--- src/rtl/psw_pkg.sv ---
package psw_pkg;

   typedef enum logic {
      DIR_DOWN = 1'b0,
      DIR_UP   = 1'b1
   } dir_e;

endpackage

--- src/rtl/psw_match.sv ---
// Bit-wise equality of count against channel code, with a registered
// copy so only the first cycle of an equality yields a hit pulse.
module psw_match #(
   parameter int CNT_W    = 5,
   parameter int LOAD_VAL = 28
) (
   input  logic             clk,
   input  logic             rst,
   input  logic [CNT_W-1:0] cnt,
   input  logic [CNT_W-1:0] code,
   output logic             hit,
   output logic             code_bad
);
   localparam logic [CNT_W-1:0] LIMIT = CNT_W'(LOAD_VAL);

   logic [CNT_W-1:0] diff;
   logic             eq;
   logic             eq_q;

   genvar b;
   generate
      for (b = 0; b < CNT_W; b++) begin : g_bit
         assign diff[b] = cnt[b] ^ code[b];
      end
   endgenerate

   assign code_bad = (code > LIMIT);
   assign eq       = ~(|diff) & ~code_bad;
   assign hit      = eq & ~eq_q;

   always_ff @(posedge clk) begin
      if (rst) eq_q <= 1'b0;
      else     eq_q <= eq;
   end

endmodule

--- src/rtl/psw_dir.sv ---
// Toggle flop (J and K tied): flips on each flip request.
module psw_dir
   import psw_pkg::*;
(
   input  logic clk,
   input  logic rst,
   input  logic flip,
   output dir_e dir_q
);
   always_ff @(posedge clk) begin
      if (rst)       dir_q <= DIR_UP;
      else if (flip) dir_q <= (dir_q == DIR_UP) ? DIR_DOWN : DIR_UP;
   end

endmodule

--- src/rtl/psw_count.sv ---
// Up/down counter: loads LOAD_VAL when turning down, clears when turning up.
module psw_count
   import psw_pkg::*;
#(
   parameter int CNT_W    = 5,
   parameter int LOAD_VAL = 28
) (
   input  logic             clk,
   input  logic             rst,
   input  dir_e             dir,
   input  logic             flip,
   output logic             at_bound,
   output logic [CNT_W-1:0] cnt
);
   localparam logic [CNT_W-1:0] LIMIT = CNT_W'(LOAD_VAL);
   localparam logic [CNT_W-1:0] ONE   = CNT_W'(1);
   localparam logic [CNT_W-1:0] ZERO  = '0;

   assign at_bound = ((dir == DIR_UP)   && (cnt == LIMIT)) ||
                     ((dir == DIR_DOWN) && (cnt == ZERO));

   always_ff @(posedge clk) begin
      if (rst)                cnt <= ZERO;
      else if (flip)          cnt <= (dir == DIR_UP) ? LIMIT : ZERO;
      else if (dir == DIR_UP) cnt <= cnt + ONE;
      else                    cnt <= cnt - ONE;
   end

endmodule

--- src/rtl/psw_modsel_ctrl.sv ---
module psw_modsel_ctrl
   import psw_pkg::*;
#(
   parameter int CNT_W    = 5,
   parameter int LOAD_VAL = 28
) (
   input  logic             clk_div,
   input  logic             rst,
   input  logic [CNT_W-1:0] chan_code,
   output logic             mod_sel,
   output logic             dir_up,
   output logic [CNT_W-1:0] count,
   output logic             code_err
);
   generate
      if (CNT_W < 2) begin : g_bad_width
         $error("psw_modsel_ctrl: CNT_W must be at least 2");
      end
      if (LOAD_VAL < 1 || LOAD_VAL >= (1 << CNT_W)) begin : g_bad_load
         $error("psw_modsel_ctrl: LOAD_VAL must fit in CNT_W bits and be nonzero");
      end
   endgenerate

   logic hit;
   logic at_bound;
   logic flip;
   dir_e dir;

   psw_match #(.CNT_W(CNT_W), .LOAD_VAL(LOAD_VAL)) u_match (
      .clk      (clk_div),
      .rst      (rst),
      .cnt      (count),
      .code     (chan_code),
      .hit      (hit),
      .code_bad (code_err)
   );

   assign flip = hit | at_bound;

   psw_dir u_dir (
      .clk   (clk_div),
      .rst   (rst),
      .flip  (flip),
      .dir_q (dir)
   );

   psw_count #(.CNT_W(CNT_W), .LOAD_VAL(LOAD_VAL)) u_count (
      .clk      (clk_div),
      .rst      (rst),
      .dir      (dir),
      .flip     (flip),
      .at_bound (at_bound),
      .cnt      (count)
   );

   assign dir_up  = (dir == DIR_UP);
   assign mod_sel = dir_up;

endmodule

--- config.mk ---
export PLATFORM = sky130hd
export DESIGN_NAME = psw_modsel_ctrl
export DESIGN_NICKNAME = d
export VERILOG_FILES = /design/src/rtl/psw_pkg.sv /design/src/rtl/psw_match.sv /design/src/rtl/psw_dir.sv /design/src/rtl/psw_count.sv /design/src/rtl/psw_modsel_ctrl.sv
export SDC_FILE = /design/constraint.sdc
export NUM_CORES = 1
export LEC_CHECK = 0
export BUFFER_PORTS_ARGS = -buffer_cell sky130_fd_sc_hd__buf_4
export CAP_MARGIN = 20
export CORE_AREA = 3 3 40 42
export CTS_CLUSTER_DIAMETER = 60
export DETAILED_ROUTE_END_ITERATION = 8
export DIE_AREA = 0 0 43 45
export GPL_ROUTABILITY_DRIVEN = 0
export PLACE_DENSITY = 0.76
export SETUP_SLACK_MARGIN = 0.2
export SLEW_MARGIN = 20
export SYNTH_ARGS = -nofsm -noshare
export SYNTH_HDL_FRONTEND = slang
export SYNTH_SLANG_ARGS = --single-unit
--- constraint.sdc ---
create_clock -name clk_div -period 2.1 [get_ports clk_div]
set_input_delay 0.21 -clock clk_div [delete_from_list [all_inputs] [get_ports clk_div]]
set_output_delay 0.21 -clock clk_div [all_outputs]
set_load 0.05 [all_outputs]
After elaboration in Yosys (flattened, before gate mapping). Index checks and enable logic that the tools add are counted.

Bits in registers: 7. Output and inout port bits: 8. Logic and storage cells: 28.

Add/sub/neg operators: 2. Magnitude comparators: 1. Eq/ne operators: 1. Muxes and demuxes: 4. Bitwise gates (word level): 12. Reduce and logical (&&, ||, !) cells: 5.

Operators with widths (number): 5-bit two-way mux (3); 5-bit by 1-bit adder with 5-bit output (second input constant) (1); 5-bit equality test (second input constant) (1); 5-bit > comparator (second input constant) (1); 5-bit logical NOT (1); 5-bit OR reduction (1); 5-bit by 1-bit subtractor with 5-bit output (second input constant) (1); 1-bit XOR (5); 1-bit NOT (4); 1-bit bitwise AND (2); 1-bit logical AND (2); 1-bit logical OR (1); 1-bit two-way mux (1); 1-bit OR (1).

Logic depth before layout (Yosys ltp). Gate-level depths: netlist (run 1).

Depth in word-level cells: 7. Depth in mapped cells: 6. Depth with buffers taken out: 6.

By module. A second synthesis (run 1) with hierarchy kept.

Cells, all modules: 53. Area total of the unflattened synthesis: 481.7 µm².

Modules (own cells, without submodules): psw_count (times used 1, cells each 37, area each 336.6 µm², seq. area each 100.1 µm²); psw_match (times used 1, cells each 11, area each 96.3 µm², seq. area each 20.0 µm²); psw_dir (times used 1, cells each 3, area each 35.0 µm², seq. area each 20.0 µm²); psw_modsel_ctrl (times used 1, cells each 2, area each 13.8 µm², seq. area each 0.0 µm²).

Worst setup path after synthesis (run 1). No wires, ideal clock.

Path kind: register to register. Start point: register u_dir.dir_q. End point: register u_count.cnt[3]. Setup time: 0.121 ns. Arrival: 1.961 ns. Slack: 0.018 ns. Cell stages (with the launch flop): 7. Buffers on the path: 0. Period minus slack after synthesis: 2.082 ns. Cells stage by stage: dfxtp_1 > inv_1 > ha_1 > a21oi_1 > a21o_1 > a21oi_1 > mux2_4.

Cells in the longest elaborated chain, start to end: 5. Elaborated cells on any way between the ends: 8. Classes of those cells: mux: 3; bitwise: 2; reduce/logical: 3.

RTL lines: start, declared (line psw_dir.sv:8) `output dir_e dir_q`; start signal, assigned (line psw_dir.sv:12) `else if (flip) dir_q <= (dir_q == DIR_UP) ? DIR_DOWN : DIR_UP;`; 1-bit NOT (line psw_count.sv:20) `((dir == DIR_DOWN) && (cnt == ZERO));`; 1-bit logical AND (line psw_count.sv:20); 1-bit logical OR (line psw_count.sv:19) `assign at_bound = ((dir == DIR_UP) && (cnt == LIMIT)) ||`; 1-bit OR (line psw_modsel_ctrl.sv:38) `assign flip = hit | at_bound;`; 5-bit two-way mux (*) (line psw_count.sv:24) `else if (flip) cnt <= (dir == DIR_UP) ? LIMIT : ZERO;`; end signal, assigned (line psw_count.sv:24); end signal, assigned (line psw_count.sv:25) `else if (dir == DIR_UP) cnt <= cnt + ONE;`; end signal, assigned (line psw_count.sv:26) `else cnt <= cnt - ONE;`; end, declared (line psw_count.sv:13) `output logic [CNT_W-1:0] cnt`.

Mark *: on every way between the ends. The rest lies on a longest branch, timed or not. A chain may end at the register's enable or synchronous reset.

Final worst setup path (run 1).
Start point: register u_count.cnt[0]. End point: register u_count.cnt[4].

Cells in the longest elaborated chain, start to end: 7. Elaborated cells on any way between the ends: 15. Classes of those cells: add/sub: 2; eq/ne: 1; mux: 2; bitwise: 5; reduce/logical: 5.

RTL lines: 1-bit XOR (line psw_match.sv:23) `assign diff[b] = cnt[b] ^ code[b];`; 5-bit OR reduction (line psw_match.sv:28) `assign eq = ~(|diff) & ~code_bad;`; 1-bit NOT (line psw_match.sv:28); 1-bit bitwise AND (line psw_match.sv:28); 1-bit bitwise AND (line psw_match.sv:29) `assign hit = eq & ~eq_q;`; 1-bit OR (line psw_modsel_ctrl.sv:38); 5-bit two-way mux (*) (line psw_count.sv:24).

Marked as above.

==> results of run 1 <==
## cells by family (layout without fill, tap and decap cells)
group / after synthesis / count (layout) / synth area share, %
AND/OR/NAND/NOR: 23 / 23 / 24.4
multiplexers: 3 / 3 / 7.18
buffers and inverters: 5 / 21 / 4.04
XOR/XNOR: 6 / 6 / 9.42
flip-flops: 7 / 7 / 25.1
adder cells (fa/ha/maj): 4 / 4 / 10.3
AO/OA/AOI/OAI: 13 / 13 / 19.5
## area by class of cell
type	count	area, um^2	share of cell area [%]
Tap cell	15	18.8	2.63
Clock inverter	1	5.00	0.702
Sequential cell	7	148	20.7
Clock buffer	3	22.5	3.16
Multi-Input combinational cell	49	403	56.5
Inverter	3	11.3	1.58
Timing Repair Buffer	14	105	14.7
## how the worst min path moves through the flow
stage	start	end
final	rst	u_count.cnt[1]$_SDFF_PP0_
after global routing	rst	u_count.cnt[1]$_SDFF_PP0_
after CTS	rst	u_count.cnt[1]$_SDFF_PP0_
after detailed placement	rst	u_count.cnt[1]$_SDFF_PP0_
after global placement	rst	u_count.cnt[1]$_SDFF_PP0_
after floorplan	rst	u_match.eq_q$_SDFF_PP0_
## metal layers
metal | vias up | GRT usage [%] | routed length (um)
met3 | 0 | 7.57 | 71
met2 | 12 | 23.1 | 587
met5 | - | 0 | 0
met4 | 0 | 0.602 | 0
li1 | 261 | - | -
met1 | 242 | 18.5 | 563
## cells in the mapped netlist, drive strengths merged
cell	count
nand2	1
ha	3
a21o	2
dfxtp	7
fa	1
inv	3
a211o	1
or4	4
nor3	3
or3	1
a221oi	1
a211oi	1
clkbuf	1
o2111a	1
nand3	2
o2111ai	1
nand4	2
a2111oi	2
a21oi	2
nor2	7
xor2	6
buf	1
nand2b	2
mux2i	1
mux2	2
or2b	1
o21ai	2
## worst register-to-register path, stage by stage (launching register included)
cell,delay [ns]
dfxtp_2,0.40
inv_1,0.08
fa_1,0.42
nand2b_1,0.22
a21o_1,0.19
a221oi_1,0.24
nand4_1,0.12
## sequential cells by signal, summed over array words and instances (netlist names)
name	flops
u_match.eq_q	1
u_dir.dir_q	1
u_count.cnt	5
## report_power, final
part / switching, mW / internal, mW
combinational: 0.377 / 0.243
sequential: 0.0921 / 0.193
clock: 0.0542 / 0.0698
## stage by stage
stage,instances,hold WS [ns],setup slack [ns],power [mW]
2_1_floorplan,61,0.368,0.223,0.741
3_3_place_gp,88,0.479,0.312,0.887
3_5_place_dp,88,0.481,0.280,0.897
4_1_cts,92,0.206,0.271,1.03
5_1_grt,92,0.237,0.200,1.10
6_report,92,0.219,0.297,1.03
==> metrics.cfg, run 1 <==
[run_status]
status=finished clean

[synth]
synthesis.area_um2=558
synth.distinct_cells=29
synth_warnings=0
syn_inst=61
yosysTopAreaCell=dfxtp_1
ys_ff_latch=7
synth_top_area_share_pct=25.1
yosysSeqAreaShare_pct=25.1
syn_nets=72
syn_avg_cell_area_um2=9.15
synth_area_leaders=dfxtp_1 25%, xor2_1 9.4%, ha_1 6.7%

[global_route]
grt_max_degree=13
grt_pass1_vias=499
groute.usage.overall_pct=14.5
grt.overflow.total=0
grt_pass1_wl_um=2130
grt_antenna_before_repair=0

[placed_design]
dpl.hpwl_um=935
placed_area_um2=678
io_buffers=14

[clock_tree]
post_cts_buffers=0
cts.repair.resized=0
clk_pin_slew_ns=0.06
clk_latency_ns=0.26
cts_buffers=3
htreeDepth=1
cts_num_sinks=7
cts_tree=yes
cts_hold_buf=0
cts_buffer_depth=2
cts_root_buffer=clkbuf_4

[floorplanning]
coreArea_mm2=0.00128
die_h_um=45
initial_utilization_pct=43.4
placementRows=13
dieArea_mm2=0.00194
io_pins=15
die_w_um=43

[setup_path]
r2r_slack_ns=0.30
crit_type=register to register
regToRegEndpoint=u_count.cnt[4]$_SDFF_PP0_
reg2reg_from=u_count.cnt[0]$_SDFF_PP0_
end_kind=register
cpLargestDelayFamily=compound AO/OA/AOI/OAI gates
cp-endpoint=u_count.cnt[4]$_SDFF_PP0_
ff2ff_path_depth=6
cp.arrival_ns=1.93
path_max_fanout=7
start_kind=register
crit_slowest_cell=fa_1
path_depth=6
critical_path.max_stage_delay_ns=0.42
worstSetupStartpoint=u_count.cnt[0]$_SDFF_PP0_
worst-path-buf-inv=1
required_ns=2.23
cp_cell_sequence=inv_1 -> fa_1 -> nand2b_1 -> a21o_1 -> a221oi_1 -> nand4_1

[finish]
diodes=0
mostFrequentLayoutCells=14 x buf_4, 7 x nor2_1, 6 x xor2_1, 6 x dfxtp_2
fin_area_um2=713
area_growth_pct=27.8
layout.nets=89
drive_above_1_share_pct=40.3
postLayoutCoreUtil_pct=55.5
final_common_cell=buf_4
fill_cells=124

[worst_hold_path]
hold_class=primary input to register
min_path_cells=2

[timing]
hold_violations=0
grt_setup_unrepaired=no
drv_slew=0
worst_pin_slew_ns=0.337
fin_crit_ns=1.80
skew_ns=0.0103
max-slew-margin-rel_pct=77.5
fmax_mhz=555
setup_tns_ns=0
period_share_pct=85.8
finalSetupViolations=0

[route]
drt_iter0_drc=6
drt-total-wl_um=1220
wl_per_cell_um=13.3
vias=515
vias_per_cell=5.60
dr.pass1.iters=4
ant_nets=0
drc_errors=0

[power]
ir_worst_vdd_uv=917
powerDensity_mw_per_mm2=1440
power.leakage_nw=0.305

[job]
max-cap-violations=0

Note: power is estimated with default switching activity, not from simulation.
==> inputs of run 2 (changes only) <==
--- a/config.mk
+++ b/config.mk
@@ -7,12 +7,12 @@
 export LEC_CHECK = 0
 export BUFFER_PORTS_ARGS = -buffer_cell sky130_fd_sc_hd__buf_4
 export CAP_MARGIN = 20
-export CORE_AREA = 3 3 40 42
+export CORE_MARGIN = 3
+export CORE_UTILIZATION = 40
 export CTS_CLUSTER_DIAMETER = 60
 export DETAILED_ROUTE_END_ITERATION = 8
-export DIE_AREA = 0 0 43 45
 export GPL_ROUTABILITY_DRIVEN = 0
-export PLACE_DENSITY = 0.76
+export PLACE_DENSITY = 0.74
 export SETUP_SLACK_MARGIN = 0.2
 export SLEW_MARGIN = 20
 export SYNTH_ARGS = -nofsm -noshare
==> run 2 against run 1 <==
Compared with the run above:
- fmax shrank 2.3%
- critical path depth shrank 2
- sequential power shrank 3%
- hold slack gained 0.0065 ns
- critical path type unchanged
- critical endpoint is now u_count.cnt[2]$_SDFF_PP0_
- largest power group unchanged
==> metrics.cfg, run 2 (synthesis gave the netlist of run 1 again) <==
[clock_tree]
cts_num_sinks=7  ; unchanged
cts_tree=yes
cts.repair.resized=0  ; unchanged
htreeDepth=1  ; unchanged
cts_hold_buf=0  ; unchanged
clk_latency_ns=0.26  ; about the same
cts_root_buffer=clkbuf_4
clk_pin_slew_ns=0.06  ; about the same
cts_buffers=3  ; unchanged
post_cts_buffers=0  ; unchanged
cts_buffer_depth=2  ; unchanged

[setup_path]
cp.arrival_ns=1.99  ; +0.06 ns
required_ns=2.24  ; about the same
path_max_fanout=11  ; +4
ff2ff_path_depth=4  ; -2
end_kind=register
crit_type=register to register
r2r_slack_ns=0.25  ; -0.04 ns
start_kind=register

[global_route]
grt_max_degree=13  ; unchanged
grt_pass1_vias=467  ; -6.4%
groute.usage.overall_pct=14.4  ; -0.046 points
grt_antenna_before_repair=0  ; unchanged
grt_pass1_wl_um=2060  ; -3.2%
grt.overflow.total=0  ; unchanged

[floorplanning]
io_pins=15  ; unchanged
die_h_um=43.4  ; -3.7%
dieArea_mm2=0.00188  ; -2.9%
coreArea_mm2=0.00120  ; -6.5%
initial_utilization_pct=46.5  ; +3.0 points
die_w_um=43.4  ; +0.81%
placementRows=12  ; -1

[placed_design]
dpl.hpwl_um=997  ; +6.7%
numPlacedInstances=88  ; unchanged
io_buffers=14  ; unchanged

[timing]
whs_ns=0.226  ; +0.00653 ns
setup_tns_ns=0  ; unchanged
fin_crit_ns=1.85  ; +0.0423 ns
fmax_mhz=542  ; -2.3%
finalSetupViolations=0  ; unchanged
period_share_pct=87.9  ; +2.0 points
worst_pin_slew_ns=0.348  ; +0.0111 ns
max-slew-margin-rel_pct=76.7  ; -0.74 points
skew_ns=0.00597  ; -0.00431 ns
grt_setup_unrepaired=no
drv_slew=0  ; unchanged
hold_violations=0  ; unchanged

[finish]
stdcell_count=92  ; unchanged
area_growth_pct=29.4
largest_register=u_count.cnt
top_regs=u_count.cnt x5, u_dir.dir_q x1, u_match.eq_q x1
diodes=0  ; unchanged
largest_reg_flops=5  ; unchanged
fill_cells=112  ; -9.7%
final_common_cell=buf_4
drive_above_1_share_pct=41.0  ; +0.77 points
mostFrequentLayoutCells=15 x buf_4, 7 x nor2_1, 6 x xor2_1
layout.nets=90  ; +1.1%

[run_status]
status=finished clean

[route]
met1_length_um=607  ; +7.8%
wl_per_cell_um=14.3  ; +7.2%
top_layer=met3
vias=528  ; +2.5%
ant_nets=0  ; unchanged
route.met2.wl_um=641  ; +9.2%
wl_met3_um=62  ; -13%
drt-total-wl_um=1310  ; +7.2%
dr.pass1.iters=4  ; unchanged
drc_errors=0  ; unchanged
drt_iter0_drc=7  ; +1
vias_per_cell=5.74  ; +2.5%

[power]
power.leakage_nw=0.310  ; +1.8%
ir_worst_vdd_uv=763  ; -17%
powerDensity_mw_per_mm2=1430  ; -0.78%
p_total_mw=1.03  ; +0.43%

[worst_hold_path]
hold_class=primary input to register
min_path_cells=2  ; unchanged

[job]
max-cap-violations=0  ; unchanged

run 2: cell types whose count changed in the layout (fill, tap and decap cells not counted), sizes merged:
cell / delta
buf: +1
run 2: final timing paths:
path	start	endpoint
setup reg to reg	u_dir.dir_q$_SDFFE_PP1P_	u_count.cnt[2]$_SDFF_PP0_
setup / recovery	u_dir.dir_q$_SDFFE_PP1P_	u_count.cnt[2]$_SDFF_PP0_
hold reg to reg	u_count.cnt[0]$_SDFF_PP0_	u_count.cnt[0]$_SDFF_PP0_
hold / removal	rst	u_count.cnt[0]$_SDFF_PP0_
run 2: power by group:
group | internal [mW] | switching [mW] | leakage (nW) | total [mW]
combinational | 0.248 | 0.385 | 0.234 | 0.632
sequential | 0.194 | 0.0825 | 0.0591 | 0.276
clock | 0.0698 | 0.0543 | 0.0177 | 0.124
run 2: layout make-up:
type                    count  area (um^2)  share of cell area [%]
multi-input cells          49          403                    55.8
flip-flops and latches      7          150                    20.8
repair buffers             15          113                    15.6
clock buffers               3         22.5                    3.12
well taps                  14         17.5                    2.43
inverters                   3         11.3                    1.56
clock inverters             1         5.00                   0.693
run 2: metal layers:
layer / vias to the layer above / track usage [%]
li1: 264 / -
met1: 253 / 18.3
met2: 11 / 24.2
met3: 0 / 6.22
met4: 0 / 0
met5: - / 0
run 2: per-stage QoR:
step | instance area [um^2] | worst slack (ns) | util [%]
CTS | 712 | 0.243 | 59.3
floorplan | 566 | 0.223 | -
detailed placement | 684 | 0.257 | 57.0
global placement | 684 | 0.309 | 57.0
global route | 722 | 0.211 | 60.1
finish | 722 | 0.255 | 60.1
run 2: worst max-delay path, cell delays in order (launching register included):
cell and delay [ns]:
dfxtp_4 0.38, or4_4 0.54, a211o_1 0.36, o21ai_4 0.12
mux2_4 0.33
==> inputs of run 3 (changes only) <==
--- a/config.mk
+++ b/config.mk
@@ -12,7 +12,6 @@
 export CTS_CLUSTER_DIAMETER = 60
 export DETAILED_ROUTE_END_ITERATION = 8
 export GPL_ROUTABILITY_DRIVEN = 0
-export PLACE_DENSITY = 0.74
 export SETUP_SLACK_MARGIN = 0.2
 export SLEW_MARGIN = 20
 export SYNTH_ARGS = -nofsm -noshare
==> run 3 against run 2 <==
Compared with the run above:
- hold slack worse by 0.011 ns
- routed wire length is 3.4% lower
- sequential power is 3% higher
- clock skew is 0.0051 ns lower
- power is 1.2% lower
- sequential share of layout area is 0.16 points higher
- global-route usage is 0.52 points higher
- register-to-register slack better by 0.02 ns
- cell count is 1.1% lower
- count of clock-buffer cells in the layout is 1 higher
- clock power hardly changed
==> metrics.cfg, run 3 (synthesis gave the netlist of run 1 again) <==
[timing]
max-slew-margin-rel_pct=72.5  ; -4.2 points
worst_pin_slew_ns=0.402  ; +0.0535 ns
drv_slew=0  ; unchanged
grt_setup_unrepaired=no
fin_ws_ns=0.279  ; +0.0241 ns
period_share_pct=86.7  ; -1.1 points
skew_ns=0.000843  ; -0.00512 ns
setup_tns_ns=0  ; unchanged
hold_violations=0  ; unchanged
fmax_mhz=549  ; +1.3%
finalSetupViolations=0  ; unchanged
fin_crit_ns=1.82  ; -0.0241 ns

[setup_path]
cp.arrival_ns=1.96  ; -0.03 ns
end_kind=register
start_kind=register
path_max_fanout=11  ; unchanged
ff2ff_path_depth=4  ; unchanged
crit_type=register to register
required_ns=2.24  ; about the same

[finish]
largest_reg_flops=5  ; unchanged
fill_cells=113  ; +0.89%
multiInputGateArea_um2=397  ; -1.6%
postLayoutCoreUtil_pct=58.6  ; -1.5 points
stdcell_count=91  ; -1.1%
mostFrequentLayoutCells=14 x buf_4, 7 x nor2_1, 6 x xor2_1, 6 x dfxtp_2
final_common_cell=buf_4
largest_register=u_count.cnt
ff_latch_area_um2=148  ; -1.7%
area_growth_pct=26.2
layout.nets=89  ; -1.1%
drive_above_1_share_pct=37.7  ; -3.4 points
fin_area_um2=704  ; -2.4%
top_regs=u_count.cnt x5, u_dir.dir_q x1, u_match.eq_q x1
diodes=0  ; unchanged

[job]
max-cap-violations=0  ; unchanged

[route]
dr.pass1.iters=4  ; unchanged
drt_iter0_drc=12  ; +5
drc_errors=0  ; unchanged
vias_per_cell=5.70  ; -0.62%
drt-total-wl_um=1270  ; -3.4%
ant_nets=0  ; unchanged
wl_per_cell_um=13.9  ; -2.3%
vias=519  ; -1.7%

[clock_tree]
post_cts_buffers=0  ; unchanged
cts_root_buffer=clkbuf_4
cts_buffers=3  ; unchanged
cts_tree=yes
clk_pin_slew_ns=0.05  ; about the same
cts_buffer_depth=2  ; unchanged
cts_num_sinks=7  ; unchanged
clk_latency_ns=0.25  ; about the same
htreeDepth=1  ; unchanged
cts_hold_buf=0  ; unchanged

[run_status]
status=finished clean

[floorplanning]
die_w_um=43.4  ; unchanged
io_pins=15  ; unchanged
placementRows=12  ; unchanged
die_h_um=43.4  ; unchanged
initial_utilization_pct=46.5  ; unchanged
dieArea_mm2=0.00188  ; unchanged
coreArea_mm2=0.00120  ; unchanged

[placed_design]
placed_area_um2=677  ; -1.1%
pre_cts_slack_ns=0.284  ; +0.0274 ns
numPlacedInstances=87  ; -1.1%
io_buffers=14  ; unchanged
dpl.hpwl_um=982  ; -1.5%

[power]
powerDensity_mw_per_mm2=1450  ; +1.2%
ir_worst_vdd_uv=712  ; -6.7%
power.leakage_nw=0.302  ; -2.7%

[global_route]
grt_max_degree=13  ; unchanged
grt_util_met1_pct=21.1  ; +2.8 points
groute.usage.overall_pct=14.9  ; +0.52 points
grt_pass1_vias=432  ; -7.5%
grt_use_met3_pct=7.47  ; +1.2 points
use_met2_pct=20.1  ; -4.1 points
grt.busiest_layer=met1
grt_antenna_before_repair=0  ; unchanged
grt_pass1_wl_um=2050  ; -0.34%
grt.overflow.total=0  ; unchanged

[worst_hold_path]
hold_class=primary input to register
min_path_cells=2  ; unchanged

==> run 3: changes by cell type in the layout (fill, tap and decap cells not counted) <==
cell | before | now
buf_4 | 15 | 14
a2111oi_2 | 1 | 0
clkinv_2 | 1 | 0
a2111oi_0 | 0 | 1
dfxtp_4 | 1 | 0
dfxtp_2 | 5 | 6
clkbuf_1 | 0 | 1
==> run 3: path summary, 6_finish.rpt <==
check	slack, ns	end	start
worst min-delay path	0.21	u_count.cnt[0]$_SDFF_PP0_	rst
worst max-delay path	0.28	u_count.cnt[3]$_SDFF_PP0_	u_dir.dir_q$_SDFFE_PP1P_
worst min register to register	0.52	u_count.cnt[0]$_SDFF_PP0_	u_count.cnt[0]$_SDFF_PP0_
worst max register to register	0.28	u_count.cnt[3]$_SDFF_PP0_	u_dir.dir_q$_SDFFE_PP1P_
==> run 3: power by group <==
part	total, mW	switching [mW]	internal (mW)
Sequential	0.283	0.0905	0.193
Combinational	0.613	0.371	0.242
Clock	0.124	0.0511	0.0726
Total	1.02	0.513	0.508
==> run 3: worst max-delay path, cell delays in order (launching register included) <==
cell and delay [ns]:
dfxtp_2 0.38, or4_4 0.55, a211o_1 0.35, o21ai_4 0.11, mux2_4 0.32
==> run 3: through the flow <==
stage | hold slack [ns] | power [mW]
finish | 0.214 | 1.02
global route | 0.199 | 1.10
CTS | 0.204 | 1.03
detailed placement | 0.477 | 0.900
global placement | 0.480 | 0.894
floorplan | 0.368 | 0.741
==> run 3: what timing repair did <==
item                                    in CTS  in global routing
endpoints found under the hold margin        0                  0
gates resized for setup                      0                  1
endpoints found under the setup margin       0                  1
==> run 3: cell type report <==
class,instances,share of cell area (%)
clock buffer,4,3.73
inverter,3,1.60
multi-input combinational,49,56.3
timing repair buffer,14,14.9
tap,14,2.49
sequential,7,21.0
==> run 3: metal layers <==
layer | vias to the layer above | wire length [um]
met5 | - | 0
met4 | 0 | 7
met3 | 2 | 91
met2 | 18 | 595
met1 | 233 | 572
li1 | 266 | -
